<file path="config.mk">
export PLATFORM = sky130hd
export DESIGN_NAME = rail_fault_sup
export DESIGN_NICKNAME = d
export VERILOG_FILES = /design/src/rtl/fps_pkg.sv /design/src/rtl/fps_stat.sv /design/src/rtl/fps_dnseq.sv /design/src/rtl/rail_fault_sup.sv
export SDC_FILE = /design/constraint.sdc
export NUM_CORES = 1
export LEC_CHECK = 0
export BUFFER_PORTS_ARGS = -buffer_cell sky130_fd_sc_hd__buf_2
export CORE_AREA = 2 2 56 84
export DETAILED_ROUTE_END_ITERATION = 16
export DIE_AREA = 0 0 58 86
export PLACE_DENSITY = 0.58
export SETUP_SLACK_MARGIN = 0.5
export SKIP_CTS_REPAIR_TIMING = 1
export SLEW_MARGIN = 20
export SYNTH_ARGS = -nofsm -noshare
export SYNTH_HDL_FRONTEND = slang
export SYNTH_SLANG_ARGS = --single-unit
</file>
<file path="constraint.sdc">
create_clock -name clk -period 4.4 [get_ports clk]
set_clock_uncertainty 0.1 [all_clocks]
set_input_delay 0.22 -clock clk [delete_from_list [all_inputs] [get_ports clk]]
set_output_delay 0.22 -clock clk [all_outputs]
set_load 0.02 [all_outputs]
</file>
<file path="src/rtl/fps_pkg.sv">
package fps_pkg;
    typedef enum logic [1:0] {
        ST_STBY  = 2'd0,
        ST_ON    = 2'd1,
        ST_DRAIN = 2'd2
    } sup_state_e;
endpackage

</file>
<file path="src/rtl/fps_stat.sv">
module fps_stat #(
    parameter int N_MAJ = 5,
    parameter int N_MIN = 4
) (
    input  logic             clk,
    input  logic             rst_n,
    input  logic [N_MAJ-1:0] flt_maj,
    input  logic [N_MIN-1:0] flt_min,
    input  logic             rd_maj,
    input  logic             rd_min,
    input  logic             wake_tgl,
    input  logic [N_MAJ-1:0] en_maj,
    input  logic [N_MIN-1:0] en_min,
    output logic [N_MAJ-1:0] stat_maj,
    output logic [N_MIN-1:0] stat_min,
    output logic             irq_n,
    output logic             all_clr
);
    // a clear reloads the live flags, so a fault still present stays set
    always_ff @(posedge clk or negedge rst_n) begin
        if (!rst_n) begin
            stat_maj <= '0;
            stat_min <= '0;
        end else begin
            stat_maj <= (rd_maj || wake_tgl) ? flt_maj : (stat_maj | flt_maj);
            stat_min <= (rd_min || wake_tgl) ? flt_min : (stat_min | flt_min);
        end
    end

    assign irq_n   = ~(|(stat_maj & en_maj) || |(stat_min & en_min));
    assign all_clr = ~(|stat_maj) && ~(|stat_min);
endmodule

</file>
<file path="src/rtl/fps_dnseq.sv">
module fps_dnseq #(
    parameter int NRAIL = 4,
    parameter int GAP_W = 8
) (
    input  logic                    clk,
    input  logic                    rst_n,
    input  logic                    start,
    input  logic                    run,
    input  logic [NRAIL*$clog2(NRAIL)-1:0] slots,
    input  logic [GAP_W-1:0]        gap,
    output logic [NRAIL-1:0]        drop,
    output logic                    done
);
    localparam int SLOT_W = $clog2(NRAIL);

    logic [SLOT_W-1:0] step_q;
    logic [GAP_W-1:0]  cnt_q;
    logic              last_tick;
    logic [SLOT_W:0]   nxt_step;

    assign last_tick = (cnt_q == gap);
    assign nxt_step  = {1'b0, step_q} + 1'b1;

    always_ff @(posedge clk or negedge rst_n) begin
        if (!rst_n) begin
            step_q <= '0;
            cnt_q  <= '0;
        end else if (start) begin
            step_q <= '0;
            cnt_q  <= '0;
        end else if (run) begin
            if (last_tick) begin
                cnt_q  <= '0;
                step_q <= step_q + 1'b1;
            end else begin
                cnt_q <= cnt_q + 1'b1;
            end
        end
    end

    for (genvar i = 0; i < NRAIL; i++) begin : g_drop
        logic [SLOT_W:0] slot_i;
        assign slot_i  = {1'b0, slots[i*SLOT_W +: SLOT_W]};
        assign drop[i] = start ? (slot_i == '0)
                               : (run && last_tick && (slot_i == nxt_step));
    end

    assign done = run && last_tick && (step_q == SLOT_W'(NRAIL - 1));
endmodule

</file>
<file path="src/rtl/rail_fault_sup.sv">
module rail_fault_sup #(
    parameter int NRAIL = 4,
    parameter int GAP_W = 8,
    parameter int N_MAJ = 5,
    parameter int N_MIN = 4
) (
    input  logic                           clk,
    input  logic                           rst_n,
    input  logic [N_MAJ-1:0]               flt_maj,
    input  logic [N_MIN-1:0]               flt_min,
    input  logic                           pwrup_pin,
    input  logic                           wake_pin,
    input  logic                           bus_pwrup,
    input  logic                           rd_maj,
    input  logic                           rd_min,
    input  logic [N_MAJ-1:0]               en_maj,
    input  logic [N_MIN-1:0]               en_min,
    input  logic [NRAIL*$clog2(NRAIL)-1:0] dn_slot,
    input  logic [GAP_W-1:0]               dn_gap,
    output logic [NRAIL-1:0]               rail_en,
    output logic                           pgood,
    output logic                           int_n,
    output logic [N_MAJ-1:0]               stat_maj,
    output logic [N_MIN-1:0]               stat_min
);
    import fps_pkg::*;

    localparam int VCOM_BIT = N_MAJ - 1;

    sup_state_e state, nxt;
    logic pwr_q, wake_q;
    logic pwr_rise, wake_tgl, vcom_hit, sev_hit, up_ok, all_clr;
    logic seq_start, seq_run, seq_done;
    logic [NRAIL-1:0] drop;

    // pin history: pwr_q starts high so a pin held high at reset does not count as an edge
    always_ff @(posedge clk or negedge rst_n) begin
        if (!rst_n) begin
            pwr_q  <= 1'b1;
            wake_q <= 1'b0;
        end else begin
            pwr_q  <= pwrup_pin;
            wake_q <= wake_pin;
        end
    end

    assign pwr_rise = pwrup_pin & ~pwr_q;
    assign wake_tgl = wake_pin ^ wake_q;
    assign vcom_hit = flt_maj[VCOM_BIT];
    assign sev_hit  = |flt_maj[VCOM_BIT-1:0];
    assign up_ok    = (pwr_rise || bus_pwrup) && all_clr && ~(|flt_maj);

    fps_stat #(.N_MAJ(N_MAJ), .N_MIN(N_MIN)) u_stat (
        .clk      (clk),
        .rst_n    (rst_n),
        .flt_maj  (flt_maj),
        .flt_min  (flt_min),
        .rd_maj   (rd_maj),
        .rd_min   (rd_min),
        .wake_tgl (wake_tgl),
        .en_maj   (en_maj),
        .en_min   (en_min),
        .stat_maj (stat_maj),
        .stat_min (stat_min),
        .irq_n    (int_n),
        .all_clr  (all_clr)
    );

    fps_dnseq #(.NRAIL(NRAIL), .GAP_W(GAP_W)) u_seq (
        .clk   (clk),
        .rst_n (rst_n),
        .start (seq_start),
        .run   (seq_run),
        .slots (dn_slot),
        .gap   (dn_gap),
        .drop  (drop),
        .done  (seq_done)
    );

    always_comb begin
        nxt = state;
        unique case (state)
            ST_STBY:  if (up_ok) nxt = ST_ON;
            ST_ON: begin
                if (vcom_hit)     nxt = ST_STBY;
                else if (sev_hit) nxt = ST_DRAIN;
            end
            ST_DRAIN: if (vcom_hit || seq_done) nxt = ST_STBY;
            default:  nxt = ST_STBY;
        endcase
    end

    assign seq_start = (state == ST_ON) && (nxt == ST_DRAIN);
    assign seq_run   = (state == ST_DRAIN);

    always_ff @(posedge clk or negedge rst_n) begin
        if (!rst_n) state <= ST_STBY;
        else        state <= nxt;
    end

    always_ff @(posedge clk or negedge rst_n) begin
        if (!rst_n) begin
            rail_en <= '0;
            pgood   <= 1'b0;
        end else begin
            pgood <= (nxt == ST_ON) && ~(|flt_maj) && ~(|flt_min);
            if (nxt == ST_STBY)       rail_en <= '0;
            else if (state == ST_STBY) rail_en <= '1;
            else                       rail_en <= rail_en & ~drop;
        end
    end
endmodule

</file>
# Yosys cells after proc, flatten, opt, wreduce, memory -nomap -nowiden
# Index checks and enable logic that the tools add are counted.
# word_totals
regBits	28
word_cells	88
# op_classes
n_reduce_logical	33
n_bitwise	14
n_addsub	3
muxes	19
eq_ne	10
# op_table
cell	count
two-way mux 8 bit	3
OR reduction 4 bit	4
OR reduction 5 bit	3
two-way mux 2 bit	7
equality test 2 x 3 -> 1 bit	4
logical AND 1 bit	12
logical NOT 3 bit	4
two-way mux 4 bit	3
adder 8 x 1 -> 8 bit, second input constant	1
bitwise AND 4 bit	2
equality test 8 bit	1
equality test 2 bit, second input constant	3
inverter 1 bit	6
one-hot mux 2 bit (3 select lines)	1
bitwise AND 5 bit	1
logical OR 1 bit	5
two-way mux 5 bit	1
OR 5 bit	1
equality test 2 x 1 -> 1 bit, second input constant	2
logical NOT 2 bit	2
two-way mux 1 bit	4
inverter 4 bit	1
OR 4 bit	1
nonzero test 2 bit	2
5 further kinds	5

# Longest topological paths before layout
# Gate-level depths: netlist (run 1).
# logic_depth
ltp_word	14
ltp_mapped	6

# Hierarchy
# A second synthesis (run 1) with hierarchy kept.
# unflattened
cells_unflattened	159
area_unflattened_um2	1657.8
# modules_own_cells
mod	area_each_um2	cells_each	n_inst
fps_dnseq	849.6	89	1
rail_fault_sup	441.7	41	1
fps_stat	366.6	29	1

# Least setup slack after synthesis (run 1)
# Ideal clock, no wire load.
# synth_timing
kind	reg2reg
startpoint	reg u_stat.stat_min[0]
endpoint	reg rail_en[0]
setup_time_ns	0.086
synth_period_minus_slack_ns	1.811
t_required_ns	4.214
t_arrival_ns	1.625
path_slack_ns	2.589
path_stages_with_launch	5
path_cell_list	dfrtp_1 or4_4 o41ai_4 a21oi_2 nor3_1
# synth_between
elab_chain_cells	14
elab_cells_between_ends	15
classes_between	1 x eq/ne; 5 x mux; 3 x bitwise; 6 x reduce/logical
# synth_lines
item	line_no	source
from (decl)	fps_stat.sv:15	output logic [N_MIN-1:0] stat_min,
from (signal assigned)	fps_stat.sv:26	stat_min <= (rd_min || wake_tgl) ? flt_min : (stat_min | flt_min);
OR reduction 4 bit *	fps_stat.sv:31	assign all_clr = ~(|stat_maj) && ~(|stat_min);
inverter 1 bit *	fps_stat.sv:31	
logical AND 1 bit *	fps_stat.sv:31	
logical AND 1 bit * (2 in a row)	rail_fault_sup.sv:51	assign up_ok = (pwr_rise || bus_pwrup) && all_clr && ~(|flt_maj);
two-way mux 2 bit *	rail_fault_sup.sv:83	ST_STBY: if (up_ok) nxt = ST_ON;
one-hot mux 2 bit (3 select lines) *	rail_fault_sup.sv:82	unique case (state)
equality test 2 bit	rail_fault_sup.sv:93	assign seq_start = (state == ST_ON) && (nxt == ST_DRAIN);
logical AND 1 bit	rail_fault_sup.sv:93	
two-way mux 1 bit	fps_dnseq.sv:44	assign drop[i] = start ? (slot_i == '0)
inverter 4 bit	rail_fault_sup.sv:109	else rail_en <= rail_en & ~drop;
bitwise AND 4 bit	rail_fault_sup.sv:109	
two-way mux 4 bit	rail_fault_sup.sv:108	else if (state == ST_STBY) rail_en <= '1;
two-way mux 4 bit *	rail_fault_sup.sv:107	if (nxt == ST_STBY) rail_en <= '0;
to (signal assigned)	rail_fault_sup.sv:109	
to (decl)	rail_fault_sup.sv:20	output logic [NRAIL-1:0] rail_en,
# Every way passes the cells marked *; elsewhere a longest branch is shown, timed or not.
# A chain may end at the register's enable or synchronous reset.

# Worst setup path in the final report (run 1)
# layout_timing
startpoint	reg u_seq.cnt_q[5]
endpoint	reg rail_en[1]
# layout_between
elab_chain_cells	13
elab_cells_between_ends	15
classes_between	2 x eq/ne; 5 x mux; 2 x bitwise; 6 x reduce/logical
# layout_lines
item	line_no	source
from (decl)	fps_dnseq.sv:17	logic [GAP_W-1:0] cnt_q;
from (signal assigned)	fps_dnseq.sv:36	cnt_q <= cnt_q + 1'b1;
equality test 8 bit *	fps_dnseq.sv:21	assign last_tick = (cnt_q == gap);
logical AND 1 bit *	fps_dnseq.sv:45, fps_dnseq.sv:48	
logical AND 1 bit	fps_dnseq.sv:48	assign done = run && last_tick && (step_q == SLOT_W'(NRAIL - 1));
logical OR 1 bit	rail_fault_sup.sv:88	ST_DRAIN: if (vcom_hit || seq_done) nxt = ST_STBY;
two-way mux 2 bit	rail_fault_sup.sv:88	
one-hot mux 2 bit (3 select lines)	rail_fault_sup.sv:82	
equality test 2 bit	rail_fault_sup.sv:93	
logical AND 1 bit	rail_fault_sup.sv:93	
two-way mux 1 bit	fps_dnseq.sv:44	
inverter 4 bit	rail_fault_sup.sv:109	
bitwise AND 4 bit	rail_fault_sup.sv:109	
two-way mux 4 bit	rail_fault_sup.sv:108	
two-way mux 4 bit *	rail_fault_sup.sv:107	
# Marks and branches as above.

==> reports/results.txt, run 1 <==
The run finished with clean final reports. The worst pin sits at a relative slew slack of 57.9%. Counting instances in the post-synthesis netlist gives the leading cell types as sky130_fd_sc_hd__dfrtp_1 (27), sky130_fd_sc_hd__xor2_1 (14), sky130_fd_sc_hd__a21o_1 (9). The completed layout was analyzed and its total power is 0.544 mW.

Setup violations remaining at the end of the flow were counted as 0. The number of synthesized flops with an enable pin was 0. The tree is rooted in a sky130_fd_sc_hd__clkbuf_8. The count of antenna-violating nets left after detailed routing was 0; the synthesis warning total was 0. The tools report the net count after synthesis as 187.

The startpoint kind of the worst setup timing path was a flop. The congestion estimate from routability-driven global placement came to 0.875. The mapped netlist covers 1530 sq um.

In the post-synthesis netlist, the biggest area contributors are sky130_fd_sc_hd__dfrtp_1 (44%), sky130_fd_sc_hd__xor2_1 (8.0%), sky130_fd_sc_hd__a21o_1 (4.4%). Once layout is complete, the utilization of the core stands at 46.1%. After the last flow step, the layout net total stands at 246. The placed instances occupy a cell area of 1840 sq um. For this run, the number of standard cells in the final layout without fillers is 248. After detailed routing, the average wire length per cell comes to 14.5 um. The worst vdd rail ir drop was 0.159 mV. On the critical path the largest part of the delay comes from simple AND/OR/NAND/NOR gates. After synthesis, the largest area contributor takes up 44.2% of total cell area. The detailed router placed 1349 vias in this run. For the worst-skew pair, the clock arrives at the later sink with an insertion delay of 0.27 ns.

Relative to the synthesized area, the layout overhead comes to 26.9%. Across the run, the number of max-cap violations was 0. The post-synthesis sequential area ratio was 45.9%; the share of the clock period used by the worst path was 43.9%. For the number of placement rows, the log shows 29. After synthesis, the share of flip-flops with an asynchronous set or reset is 100%.

During placement, the flow inserted port buffers numbering 55. Using the TritonRoute via totals, the vias-per-cell ratio works out to 5.44. For the number of global-route vias before repair, the log shows 1313. On the worst path, the slowest cell contributes a delay of 0.44 ns. Dividing total power by cell area gives a power density of 280 nW/um^2. STA puts the critical path data required time at 4.46 ns. After detailed routing, the number of remaining DRC violations is 0.

The critical path goes through xor2_1 -> nor4_2 -> nand3_1 -> nor4_1 -> nor3_1. Setup total negative slack on the finished layout was measured at 0 ns. The number of antenna diodes in the final layout is 0. Largest buffer count on any clock path: 2.

The startpoint-to-endpoint class of the critical path is flop to flop. From left edge to right edge, the die measures 58 um. For this design the top-level I/O count stands at 56. The slowest stage of the critical path is the sky130_fd_sc_hd__dfrtp_1 cell.

The die covers 4990 sq um. The logs give 0.0293 ns for the worst hold slack after final layout and 0 for the initial antenna violation count. The min-delay analysis places its worst path in the category input pin to flop.

Summed over all layers, the global routing overflow is 0. The total CTS buffers is 3. The minimum clock period is 1.93 ns, and the number of violations reported at the end of detailed-routing iteration 0 is 41.

Summed over all layers, the routed wires come to 3590 um. The leakage power is 0.970 nW. Global routing consumed, over all layers together, 15.0% of the routing resources. The share of final-layout standard cells stronger than drive strength 1 is 33.7%.

The number of instances in the synthesized netlist was 144. Counting distinct cell types in the post-synthesis netlist gives 42. The clock drives 28 sinks. The run gives 36.3% as the effective utilization at floorplan. Derived from the worst setup path, the maximum achievable clock frequency is 0.518 GHz. The data arrival time of the critical path is 1.99 ns. The average cell area after synthesis is 10.6 sq um. Setup repair after global routing left no endpoint under its margin. The tools report the number of H-tree branching levels as 1.

The cell area after layout was 1940 sq um; the number of placed instances with taps included was 241. The sum of buffers and inverters on the critical path is 0, and the total count of hold-check failures in the final report is 0. In the post-route analysis, the smallest setup slack over all paths is 2.47 ns. For this run, the detailed router's first-pass iteration total came to 7. Entering global routing, the biggest net connects 29 pins. The placed wire-length estimate after detailed placement is 2900 um, and the clock input transition at the sequential cells of the worst setup and hold paths is 0.10 ns.

The first global-routing pass estimated 5840 um of wire. The tools report the endpoint type of the worst setup path as a flop. Dominant synthesized flop cell: sky130_fd_sc_hd__dfrtp_1. The leading area contributor after synthesis is sky130_fd_sc_hd__dfrtp_1. TritonCTS built the clock tree. The die boundary height was 86 um; the number of register bits inferred by synthesis was 28. Cell with the most instances after synthesis: sky130_fd_sc_hd__dfrtp_1. The largest fanout on the critical path was 6. The max-slew violation total from the final report is 0.

Slew at the pin closest to its max-slew limit: 0.632 ns. The region available for standard cell placement spans 4210 sq um. OpenSTA, run right after detailed placement, puts the worst setup slack at 2.47 ns.
state kept, by name, indices dropped and copies added, names as in the netlist:
| signal | flops |
|---|---|
| state | 2 |
| pwr_q | 1 |
| u_stat.stat_min | 4 |
| wake_q | 1 |
| rail_en | 4 |
| u_seq.step_q | 2 |
| pgood | 1 |
| u_stat.stat_maj | 5 |
| u_seq.cnt_q | 8 |
cell type report:
| class | count | area, sq um |
|---|---|---|
| fillers | 433 | 2270 |
| multi-input cells | 111 | 801 |
| flip-flops and latches | 28 | 702 |
| repair buffers | 58 | 305 |
| well taps | 46 | 57.6 |
| clock buffers | 3 | 41.3 |
| clock inverters | 1 | 30.0 |
| inverters | 1 | 3.75 |
cells in the final DEF (no fill, tap or decap), drive strengths merged, types with 2 or more instances in the layout:
master	instances
nand2	5
nor3	6
or3	4
a22oi	2
clkbuf	3
ha	2
and2b	3
buf	55
nor2b	4
a32o	4
nand3	6
nand3b	2
o21ai	6
a21o	9
and2	2
dlygate4sd3	3
or4	4
and3	4
dfrtp	27
xor2	14
nor2	7
a21oi	7
nor4	7
xnor2	4
final timing paths:
check                           cells after the start                 end          startpoint  slack [ns]
worst min register to register                      1  u_stat.stat_min[3]  u_stat.stat_min[3]        0.44
worst max register to register                      5          rail_en[1]      u_seq.cnt_q[5]        2.47
min in group asynchronous                           2              wake_q               rst_n        0.39
worst min-delay path                                2  u_stat.stat_maj[0]          flt_maj[0]        0.03
max in group asynchronous                           2      u_seq.cnt_q[3]               rst_n        3.40
worst max-delay path                                5          rail_en[1]      u_seq.cnt_q[5]        2.47
power breakdown:
part,switching [mW],internal [mW],leakage [nW]
registers,0.00885,0.265,0.341
clock network,0.0803,0.122,0.0357
logic,0.0357,0.0319,0.593
total,0.125,0.419,0.970
routing by layer:
metal | global-route usage, % | share of wire [%] | up-vias
met1 | 15.7 | 37 | 651
li1 | - | - | 656
met3 | 1.81 | 5.4 | 4
met2 | 29.0 | 56 | 38
met4 | 6.13 | 1.3 | 0
met5 | 0 | 0 | -
cells by family (layout without fill, tap and decap cells):
group / Yosys count / in the layout / synth area share (%)
XOR/XNOR: 18 / 18 / 10.3
flip-flops: 28 / 28 / 45.9
adder cells (fa/ha/maj): 2 / 2 / 1.64
buffers and inverters: 5 / 63 / 1.72
AO/OA/AOI/OAI: 36 / 36 / 18.1
multiplexers: 1 / 1 / 0.655
AND/OR/NAND/NOR: 54 / 54 / 21.7
No activity file was read; power rests on OpenSTA's default activity.
==> run 2, diff against run 1 <==
--- a/config.mk
+++ b/config.mk
@@ -5,11 +5,12 @@
 export SDC_FILE = /design/constraint.sdc
 export NUM_CORES = 1
 export LEC_CHECK = 0
+export ABC_AREA = 1
 export BUFFER_PORTS_ARGS = -buffer_cell sky130_fd_sc_hd__buf_2
-export CORE_AREA = 2 2 56 84
+export CORE_AREA = 2 2 59 89
 export DETAILED_ROUTE_END_ITERATION = 16
-export DIE_AREA = 0 0 58 86
-export PLACE_DENSITY = 0.58
+export DIE_AREA = 0 0 61 91
+export PLACE_DENSITY = 0.59
 export SETUP_SLACK_MARGIN = 0.5
 export SKIP_CTS_REPAIR_TIMING = 1
 export SLEW_MARGIN = 20
==> constraint.sdc (replaced) <==
create_clock -name clk -period 1.63 [get_ports clk]
set_clock_uncertainty 0.1 [all_clocks]
set_input_delay 0.0815 -clock clk [delete_from_list [all_inputs] [get_ports clk]]
set_output_delay 0.0815 -clock clk [all_outputs]
set_load 0.02 [all_outputs]
==> run 2 against run 1 <==
Compared with the run above:
- synthesized cell count increased by 66%
- combinational power rose to 7.7 times the previous value
- utilization is 11 points higher
- die area grew 11%
- register-to-register slack worse by 2.4 ns
- critical path depth rose by 5
- final area grew 39%
- worst setup slack got worse by 2.4 ns
- highest routed layer unchanged
==> reports/results.txt, run 2 <==
The post-route DRC violation count was 0 (unchanged); the diode insertion count for antenna repair was 0 (unchanged). The final core area utilization was 56.6% (+11 points). The tools report the first-pass GRT wire length as 6920 um (+19%).

STA classifies the critical path startpoint as a flop. The run finished with clean final reports. The routability-driven placement congestion ratio is 0.839 (-4.1%), and the number of placed instances with taps included is 361 (+50%).

STA classifies the critical path endpoint as a flop. Counting instances in the post-synthesis netlist gives the leading cell types as sky130_fd_sc_hd__nand2_1 (70), sky130_fd_sc_hd__inv_1 (38), sky130_fd_sc_hd__dfrtp_1 (27). The clock latency reported for the late side of the worst-skew pair was 0.28 ns (about the same). The clock input transition at the sequential cells of the worst setup and hold paths came out at 0.11 ns (about the same).

The largest fanout on the critical path is 4 (-2). The share of async-settable or async-resettable flops after synthesis is 100% (unchanged). The number of placement rows came out at 31 (+6.9%).

The logs give 2 (unchanged) for the largest buffer count on any clock path and 0 (unchanged) for the max-slew violation total from the final report. The tools report the number of different library cells in the post-synthesis netlist as 30 (-29%). The average cell area after synthesis was 7.25 sq um (-32%); the post-detailed-placement cell area was 2160 sq um (+17%). The tools report the endpoint of the worst hold path as state[0]. The cell area after layout is 2700 sq um (+39%). The startpoint of the worst register-to-register path was u_seq.cnt_q[2]. The min-delay analysis places its worst path in the category input pin to flop. The tools report the placed wire-length estimate after detailed placement as 3340 um (+15%). The number of synthesized flops with an enable pin was 0 (unchanged).

The final cell count without fillers came out at 404 (+63%). The worst vdd rail ir drop was 0.740 mV (+360%). Total global routing track utilization: 16.3% (+1.3 points). For the via total after detailed routing, the log shows 1816 (+35%).

The max-slew headroom at the worst pin came out at 57.6% (-0.27 points). The largest registers in the layout are u_seq.cnt_q x8, u_stat.stat_maj x5. The dominant cell type by count on the critical path was sky130_fd_sc_hd__nand2_2. For the total count of hold-check failures in the final report, the log shows 0 (unchanged).

The tools report the largest net degree at the start of global routing as 29 (unchanged). The sum of buffers and inverters on the critical path was 1 (+1). The effective utilization at floorplan is 36.3% (about the same).

The startpoint-to-endpoint class of the critical path was flop to flop. The net count after synthesis is 282 (+51%). The run gives 0 (unchanged) as the number of setup violations in the final report. End of the worst register-to-register path: rail_en[3].

The depth of the worst hold-timing path is 4 (+2). The data arrival time of the critical path came out at 1.68 ns (-0.31 ns). The run gives 0 (unchanged) as the remaining global-route overflow.

Mapped cell area: 1730 sq um (+13%). The area growth from synthesis to layout came out at 56.1%. Number of violations of the max-capacitance limit: 0 (unchanged). Summed over all instances, the cell type with the most area after synthesis is sky130_fd_sc_hd__dfrtp_1. Via density per instance: 4.50 (-17%). Count of buffers inserted at the top-level ports: 55 (unchanged). Setup repair after global routing could not meet its margin everywhere. Least setup slack across all paths after layout: 0.0331 ns (-2.44 ns). The number of register bits inferred by synthesis is 28 (unchanged). The synthesis warning total came out at 0 (unchanged). The tools report the total CTS buffers as 3 (unchanged).

The flip-flop count of the largest register, all copies and words added was 8 (unchanged); the slew at the pin closest to its max-slew limit was 0.636 ns (+0.00404 ns). The run gives 0.626 GHz (+21%) as the fmax. The number of instances in the synthesized netlist is 239 (+66%), and the routed wire length per instance is 11.4 um (-21%). Ranked by flip-flop count, first place goes to u_seq.cnt_q. The logs give 0.0140 ns (-0.0153 ns) for the worst hold slack after final layout and 1638 (+25%) for the number of global-route vias before repair. The minimum clock period is 1.60 ns (-0.334 ns), and the worst slack after detailed placement is 0.0804 ns (-2.39 ns). The logs give 23 (-44%) for the number of violations reported at the end of detailed-routing iteration 0 and 0 (unchanged) for the initial antenna violation count.

The full die area is 5550 sq um (+11%). TritonCTS built the clock tree. The slowest stage of the critical path belongs to the cell sky130_fd_sc_hd__dfrtp_2. Peak per-stage delay on the critical path: 0.45 ns (about the same). The kind of cell adding the most delay to the critical path is simple AND/OR/NAND/NOR gates.

The number of optimization iterations in the first detailed-route pass is 4 (-3). In the post-synthesis netlist, the biggest area contributors are sky130_fd_sc_hd__dfrtp_1 (39%), sky130_fd_sc_hd__nand2_1 (15%), sky130_fd_sc_hd__inv_1 (8.2%). The top cell types in the final layout, fill and taps aside, are sky130_fd_sc_hd__nand2_1 (64), sky130_fd_sc_hd__buf_2 (54), sky130_fd_sc_hd__inv_1 (36). The number of placed I/O pins came out at 56 (unchanged).

Cell with the most instances after synthesis: sky130_fd_sc_hd__nand2_1. Dominant synthesized flop cell: sky130_fd_sc_hd__dfrtp_1. The depth of the worst register-to-register path came out at 10 (+5).

The core region area came out at 4770 sq um (+13%). The logs give 1.42 nW (+46%) for the leakage power and 1.71 ns (-2.75 ns) for the required time at the worst-slack endpoint. The tools report the CTS root buffer as sky130_fd_sc_hd__clkbuf_8. The tools report the post-synthesis sequential area ratio as 40.5% (-5.4 points). Final net count: 382 (+55%). In this run the most critical hold path is launched from flt_maj[4]. The total number of clock tree sinks is 28 (unchanged). Traced cell by cell, the critical path runs through xnor2_1 -> nand2_1 -> nor2_1 -> nand2_2 -> nand2_2 -> nand2_1 -> nand2_2 -> nand2_2 -> nand2_1 -> inv_1. Total wire length: 4620 um (+29%).

The die boundary height is 91 um (+5.8%). The share of the clock period used by the worst path came out at 98.0% (+54 points). Count of antenna-violating nets left after detailed routing: 0 (unchanged). The number of H-tree branching levels is 1 (unchanged), and the share of final-layout standard cells stronger than drive strength 1 is 40.8% (+7.2 points).

The cell area power density was 691 nW/um^2 (+150%). The die width is 61 um (+5.2%). The area share of the leading cell type in the synthesized netlist was 39.0% (-5.2 points). Slack of the worst reg-to-reg path: 0.03 ns (-2.44 ns). Commonest non-fill, non-tap cell in the layout: sky130_fd_sc_hd__nand2_1.
## run 2: changes by cell type in the layout (fill, tap and decap cells not counted), sizes merged, moves of 5 or more
cell	before	now
nand3	6	18
nand4	0	11
dlygate4sd3	3	13
nand2	5	76
nor2	7	26
inv	1	44
a21oi	7	2
xor2	14	2
buf	55	83
nor4	7	1
a21o	9	0
## run 2: cell families (layout without fill, tap and decap cells)
logic type | count (synthesis) | after routing | share of synthesized area (%)
xor+xnor | 10 | 10 | 5.06
fa+ha+maj | 2 | 2 | 1.44
simple gates | 136 | 136 | 36.6
flops | 28 | 28 | 40.5
compound gates | 18 | 18 | 6.43
buf+inv | 45 | 144 | 9.97
## run 2: through the flow
step / power (mW) / setup TNS, ns
detailed placement: 1.15 / 0
floorplan: 0.995 / 0
finish: 1.87 / 0
global placement: 1.15 / 0
global route: 1.97 / -0.349
CTS: 1.71 / 0
## run 2: how the worst max path moves through the flow
stage,start,endpoint,slack (ns),cells past startpoint
finish,u_seq.cnt_q[2],rail_en[3],0.03,10
global route,u_seq.cnt_q[2],rail_en[2],-0.10,10
CTS,u_stat.stat_min[1],int_n,0.03,4
detailed placement,u_seq.cnt_q[4],rail_en[3],0.08,12
global placement,u_seq.cnt_q[4],rail_en[0],0.08,12
floorplan,u_seq.step_q[1],rail_en[0],0.24,10
## run 2: report_power, final
group          internal, mW  total (mW)  switching (mW)
sequential            0.740       0.783          0.0423
combinational         0.258       0.521           0.263
clock                 0.329       0.563           0.233
total                  1.33        1.87           0.538
## run 2: worst reg2reg max path: stages, from the launching register on
cell and delay, ns:
sky130_fd_sc_hd__dfrtp_2 0.45, sky130_fd_sc_hd__xnor2_1 0.16, sky130_fd_sc_hd__nand2_1 0.13, sky130_fd_sc_hd__nor2_1 0.13, sky130_fd_sc_hd__nand2_2 0.09, sky130_fd_sc_hd__nand2_2 0.10
sky130_fd_sc_hd__nand2_1 0.07, sky130_fd_sc_hd__nand2_2 0.07, sky130_fd_sc_hd__nand2_2 0.07, sky130_fd_sc_hd__nand2_1 0.07, sky130_fd_sc_hd__inv_1 0.04
## run 2: final cells by class
type,count,area [sq um]
multi-input combinational,166,1030
inverter,44,175
clock inverter,1,30.0
clock buffer,3,41.3
tap,66,82.6
timing repair buffer,96,633
sequential,28,708
fill,476,2070
## run 2: routing by layer
layer	GRT usage (%)	part of all wire [%]
met5	0	0
met4	5.43	1.7
met3	1.85	2.8
met2	28.9	56
met1	19.5	39
==> run 3, diff against run 2 <==
--- a/config.mk
+++ b/config.mk
@@ -7,10 +7,12 @@
 export LEC_CHECK = 0
 export ABC_AREA = 1
 export BUFFER_PORTS_ARGS = -buffer_cell sky130_fd_sc_hd__buf_2
-export CORE_AREA = 2 2 59 89
+export CELL_PAD_IN_SITES_DETAIL_PLACEMENT = 0
+export CELL_PAD_IN_SITES_GLOBAL_PLACEMENT = 1
+export CORE_AREA = 2 2 61 92
 export DETAILED_ROUTE_END_ITERATION = 16
-export DIE_AREA = 0 0 61 91
-export PLACE_DENSITY = 0.59
+export DIE_AREA = 0 0 63 94
+export PLACE_DENSITY = 0.73
 export SETUP_SLACK_MARGIN = 0.5
 export SKIP_CTS_REPAIR_TIMING = 1
 export SLEW_MARGIN = 20
==> constraint.sdc (replaced) <==
create_clock -name clk -period 1.8 [get_ports clk]
set_clock_uncertainty 0.1 [all_clocks]
set_input_delay 0.09 -clock clk [delete_from_list [all_inputs] [get_ports clk]]
set_output_delay 0.09 -clock clk [all_outputs]
set_load 0.02 [all_outputs]
==> run 3 against run 2 <==
Compared with the run above:
- non-clock buffer count shrank 3
- global-route usage grew 0.30 points
- cell count shrank 0.25%
- sequential share of layout area shrank 0.24 points
- critical endpoint is now int_n
- largest cell class unchanged
- highest routed layer unchanged
==> reports/results.txt, run 3 (same netlist as run 2, synthesis figures left out) <==
The run finished with clean final reports. Walking the worst path, the cells encountered are a22o_1 -> a2111oi_4 -> buf_4. The via density per instance is 4.60 (+2.3%). For the finished layout, the period the worst path requires is 1.62 ns. On the critical path, the stage with the largest delay is an instance of sky130_fd_sc_hd__dfrtp_1. The placed wire-length estimate after detailed placement was 3680 um (+10%). The tools report the remaining global-route overflow as 0 (unchanged). Startpoint-to-endpoint class of the critical path: flop to output port. The number of optimization iterations in the first detailed-route pass is 4 (unchanged). The total CTS buffers was 3 (unchanged).

The peak per-stage delay on the critical path is 0.42 ns (-0.03 ns). The endpoint type of the worst setup path is an output port. Initial antenna violation count: 0 (unchanged). The tools report the cell area after layout as 2720 sq um (+0.74%).

The tools report the number of global-route vias before repair as 1714 (+4.6%). The run gives 4950 um (+7.1%) as the total wire length. The clock input transition at the sequential cells of the worst setup and hold paths was 0.11 ns (about the same).

The logs give 379 (-0.79%) for the final net count and 28 (unchanged) for the total number of clock tree sinks. The die boundary height is 94 um (+3.3%). STA classifies the critical path startpoint as a flop. Count of buffers inserted at the top-level ports: 55 (unchanged). Routed wire length per instance: 12.3 um (+7.4%).

The post-route DRC violation count was 0 (unchanged); the core region area was 5080 sq um (+6.6%). Derived from the worst setup path, the maximum achievable clock frequency is 0.617 GHz. For the number of setup violations in the final report, the log shows 0 (unchanged). The largest registers in the layout are u_seq.cnt_q x8, u_stat.stat_maj x5.

The cell family contributing the most delay on the critical path is compound AO/OA/AOI/OAI gates. The setup TNS after final layout was 0 ns (unchanged). The required time at the worst-slack endpoint was 1.61 ns (-0.10 ns); the cell area power density was 611 nW/um^2 (-11%).

Effective utilization at floorplan: 34.1% (-2.2 points). The sum of buffers and inverters on the critical path was 1 (unchanged); the max-slew headroom at the worst pin was 56.1% (-1.5 points). The logs give 0 (unchanged) for the number of violations of the max-capacitance limit and 541 (+14%) for the fill cell instance count of the final layout.

TritonCTS built the clock tree. The end of the worst register-to-register path is rail_en[2]. Commonest non-fill, non-tap cell in the layout: sky130_fd_sc_hd__nand2_1.

The worst path uses 90.1% of the clock period. Post-detailed-placement cell area: 2140 sq um (-0.81%). Max-slew violation total from the final report: 0 (unchanged).

The count of antenna-violating nets left after detailed routing came out at 0 (unchanged). The tools report the start point of the critical path as u_stat.stat_maj[1]. The depth of the worst register-to-register path was 10 (unchanged); the number of placed I/O pins was 56 (unchanged).

The run gives 0 (unchanged) as the total count of hold-check failures in the final report. The clock latency reported for the late side of the worst-skew pair was 0.28 ns (about the same). The worst register-to-register path begins at u_seq.step_q[1].

Leaving out fill and tap cells, the most frequent cells in the layout are sky130_fd_sc_hd__nand2_1 (55), sky130_fd_sc_hd__buf_2 (54), sky130_fd_sc_hd__inv_1 (34). The share of final-layout standard cells stronger than drive strength 1 works out to 46.0% (+5.1 points). For the first-pass GRT wire length, the log shows 7740 um (+12%). The die width was 63 um (+3.3%). Flip-flop count of the largest register, all copies and words added: 8 (unchanged). The total power is 1.66 mW (-11%). Compared with the post-synthesis result, the final layout area differs by 57.2%.

Setup repair after global routing could not meet its margin everywhere. The type of the tightest min-delay check was input pin to flop. The number of H-tree branching levels is 1 (unchanged), and the slew at the pin closest to its max-slew limit is 0.659 ns (+0.0229 ns).

The data arrival time of the critical path was 1.43 ns (-0.25 ns). The tools report the leakage power as 1.44 nW (+1.7%). The largest net degree at the start of global routing was 29 (unchanged).

The logs give 0.26 ns (+0.23 ns) for the slack of the worst reg-to-reg path and 403 (-0.25%) for the final cell count without fillers. The via total after detailed routing is 1854 (+2.1%). The number of placed instances with taps included was 363 (+0.55%); the full die area was 5920 sq um (+6.7%). The register with the highest flop count was u_seq.cnt_q. The largest buffer count on any clock path was 2 (unchanged); the logic depth of the worst setup path including buffers was 3 (-7). The number of violations reported at the end of detailed-routing iteration 0 came out at 25 (+8.7%). In this run the worst setup path terminates at int_n. The run gives 16.6% (+0.30 points) as the total global routing track utilization.

The number of placement rows was 32 (+3.2%); the largest fanout on the critical path was 4 (unchanged). Diode insertion count for antenna repair: 0 (unchanged). The routability-driven placement congestion ratio was 0.873 (+4.0%); the depth of the worst hold-timing path was 4 (unchanged).

The CTS root buffer is sky130_fd_sc_hd__clkbuf_8. The tools report the worst vdd rail ir drop as 0.351 mV (-53%).
## run 3: changes by cell type in the layout (fill, tap and decap cells not counted), moves of 5 or more
| cell | change |
|---|---|
| sky130_fd_sc_hd__nand2_1 | -9 |
| sky130_fd_sc_hd__nand2_4 | +6 |
| sky130_fd_sc_hd__nand3_2 | +5 |
| sky130_fd_sc_hd__o21ai_1 | -5 |
## run 3: cell type report
cell class,instances,area [sq um],share of cell area (%)
timing repair buffer,93,612,22.5
inverter,44,170,6.25
clock buffer,3,41.3,1.52
multi-input combinational,166,1080,39.6
tap,68,85.1,3.13
sequential,28,707,26.0
clock inverter,1,30.0,1.10
## run 3: worst min-delay path by stage
stage / from / end / slack (ns)
global route: rd_maj / u_stat.stat_maj[2] / 0.04
floorplan: rst_n / pgood / -0.31
global placement: rst_n / wake_q / 0.06
finish: rd_maj / u_stat.stat_maj[2] / 0.02
detailed placement: rst_n / wake_q / 0.06
CTS: rst_n / wake_q / -0.26
## run 3: power by group
group          switching (mW)  total, mW  leakage [nW]  internal (mW)
Sequential             0.0374      0.709         0.340          0.672
Combinational           0.239      0.449          1.07          0.211
Clock                   0.208      0.506        0.0357          0.298
## run 3: layer usage
layer	global-route usage [%]	vias to the layer above	part of all wire (%)
li1	-	948	-
met1	18.5	864	39
met2	31.3	34	57
met3	1.68	8	2.4
met4	7.59	0	2.1
met5	0	-	0
## run 3: through the flow
step                      hold WS, ns  util (%)  setup WS, ns
after floorplan                -0.306         -         0.414
after global placement         0.0587      42.2         0.214
after detailed placement       0.0608      42.2         0.194
after CTS                      -0.258      43.6         0.117
after global routing           0.0403      53.5         0.129
final                          0.0170      53.5         0.178
## run 3: worst reg2reg max path: stages (launching register included)
cell	delay, ns
sky130_fd_sc_hd__dfrtp_1	0.42
sky130_fd_sc_hd__ha_4	0.32
sky130_fd_sc_hd__inv_4	0.05
sky130_fd_sc_hd__nand2_2	0.05
sky130_fd_sc_hd__nand3_2	0.06
sky130_fd_sc_hd__nor2_2	0.12
sky130_fd_sc_hd__nand4_1	0.11
sky130_fd_sc_hd__nand2_1	0.08
sky130_fd_sc_hd__nand2_1	0.05
sky130_fd_sc_hd__nand2_1	0.05
sky130_fd_sc_hd__inv_1	0.03
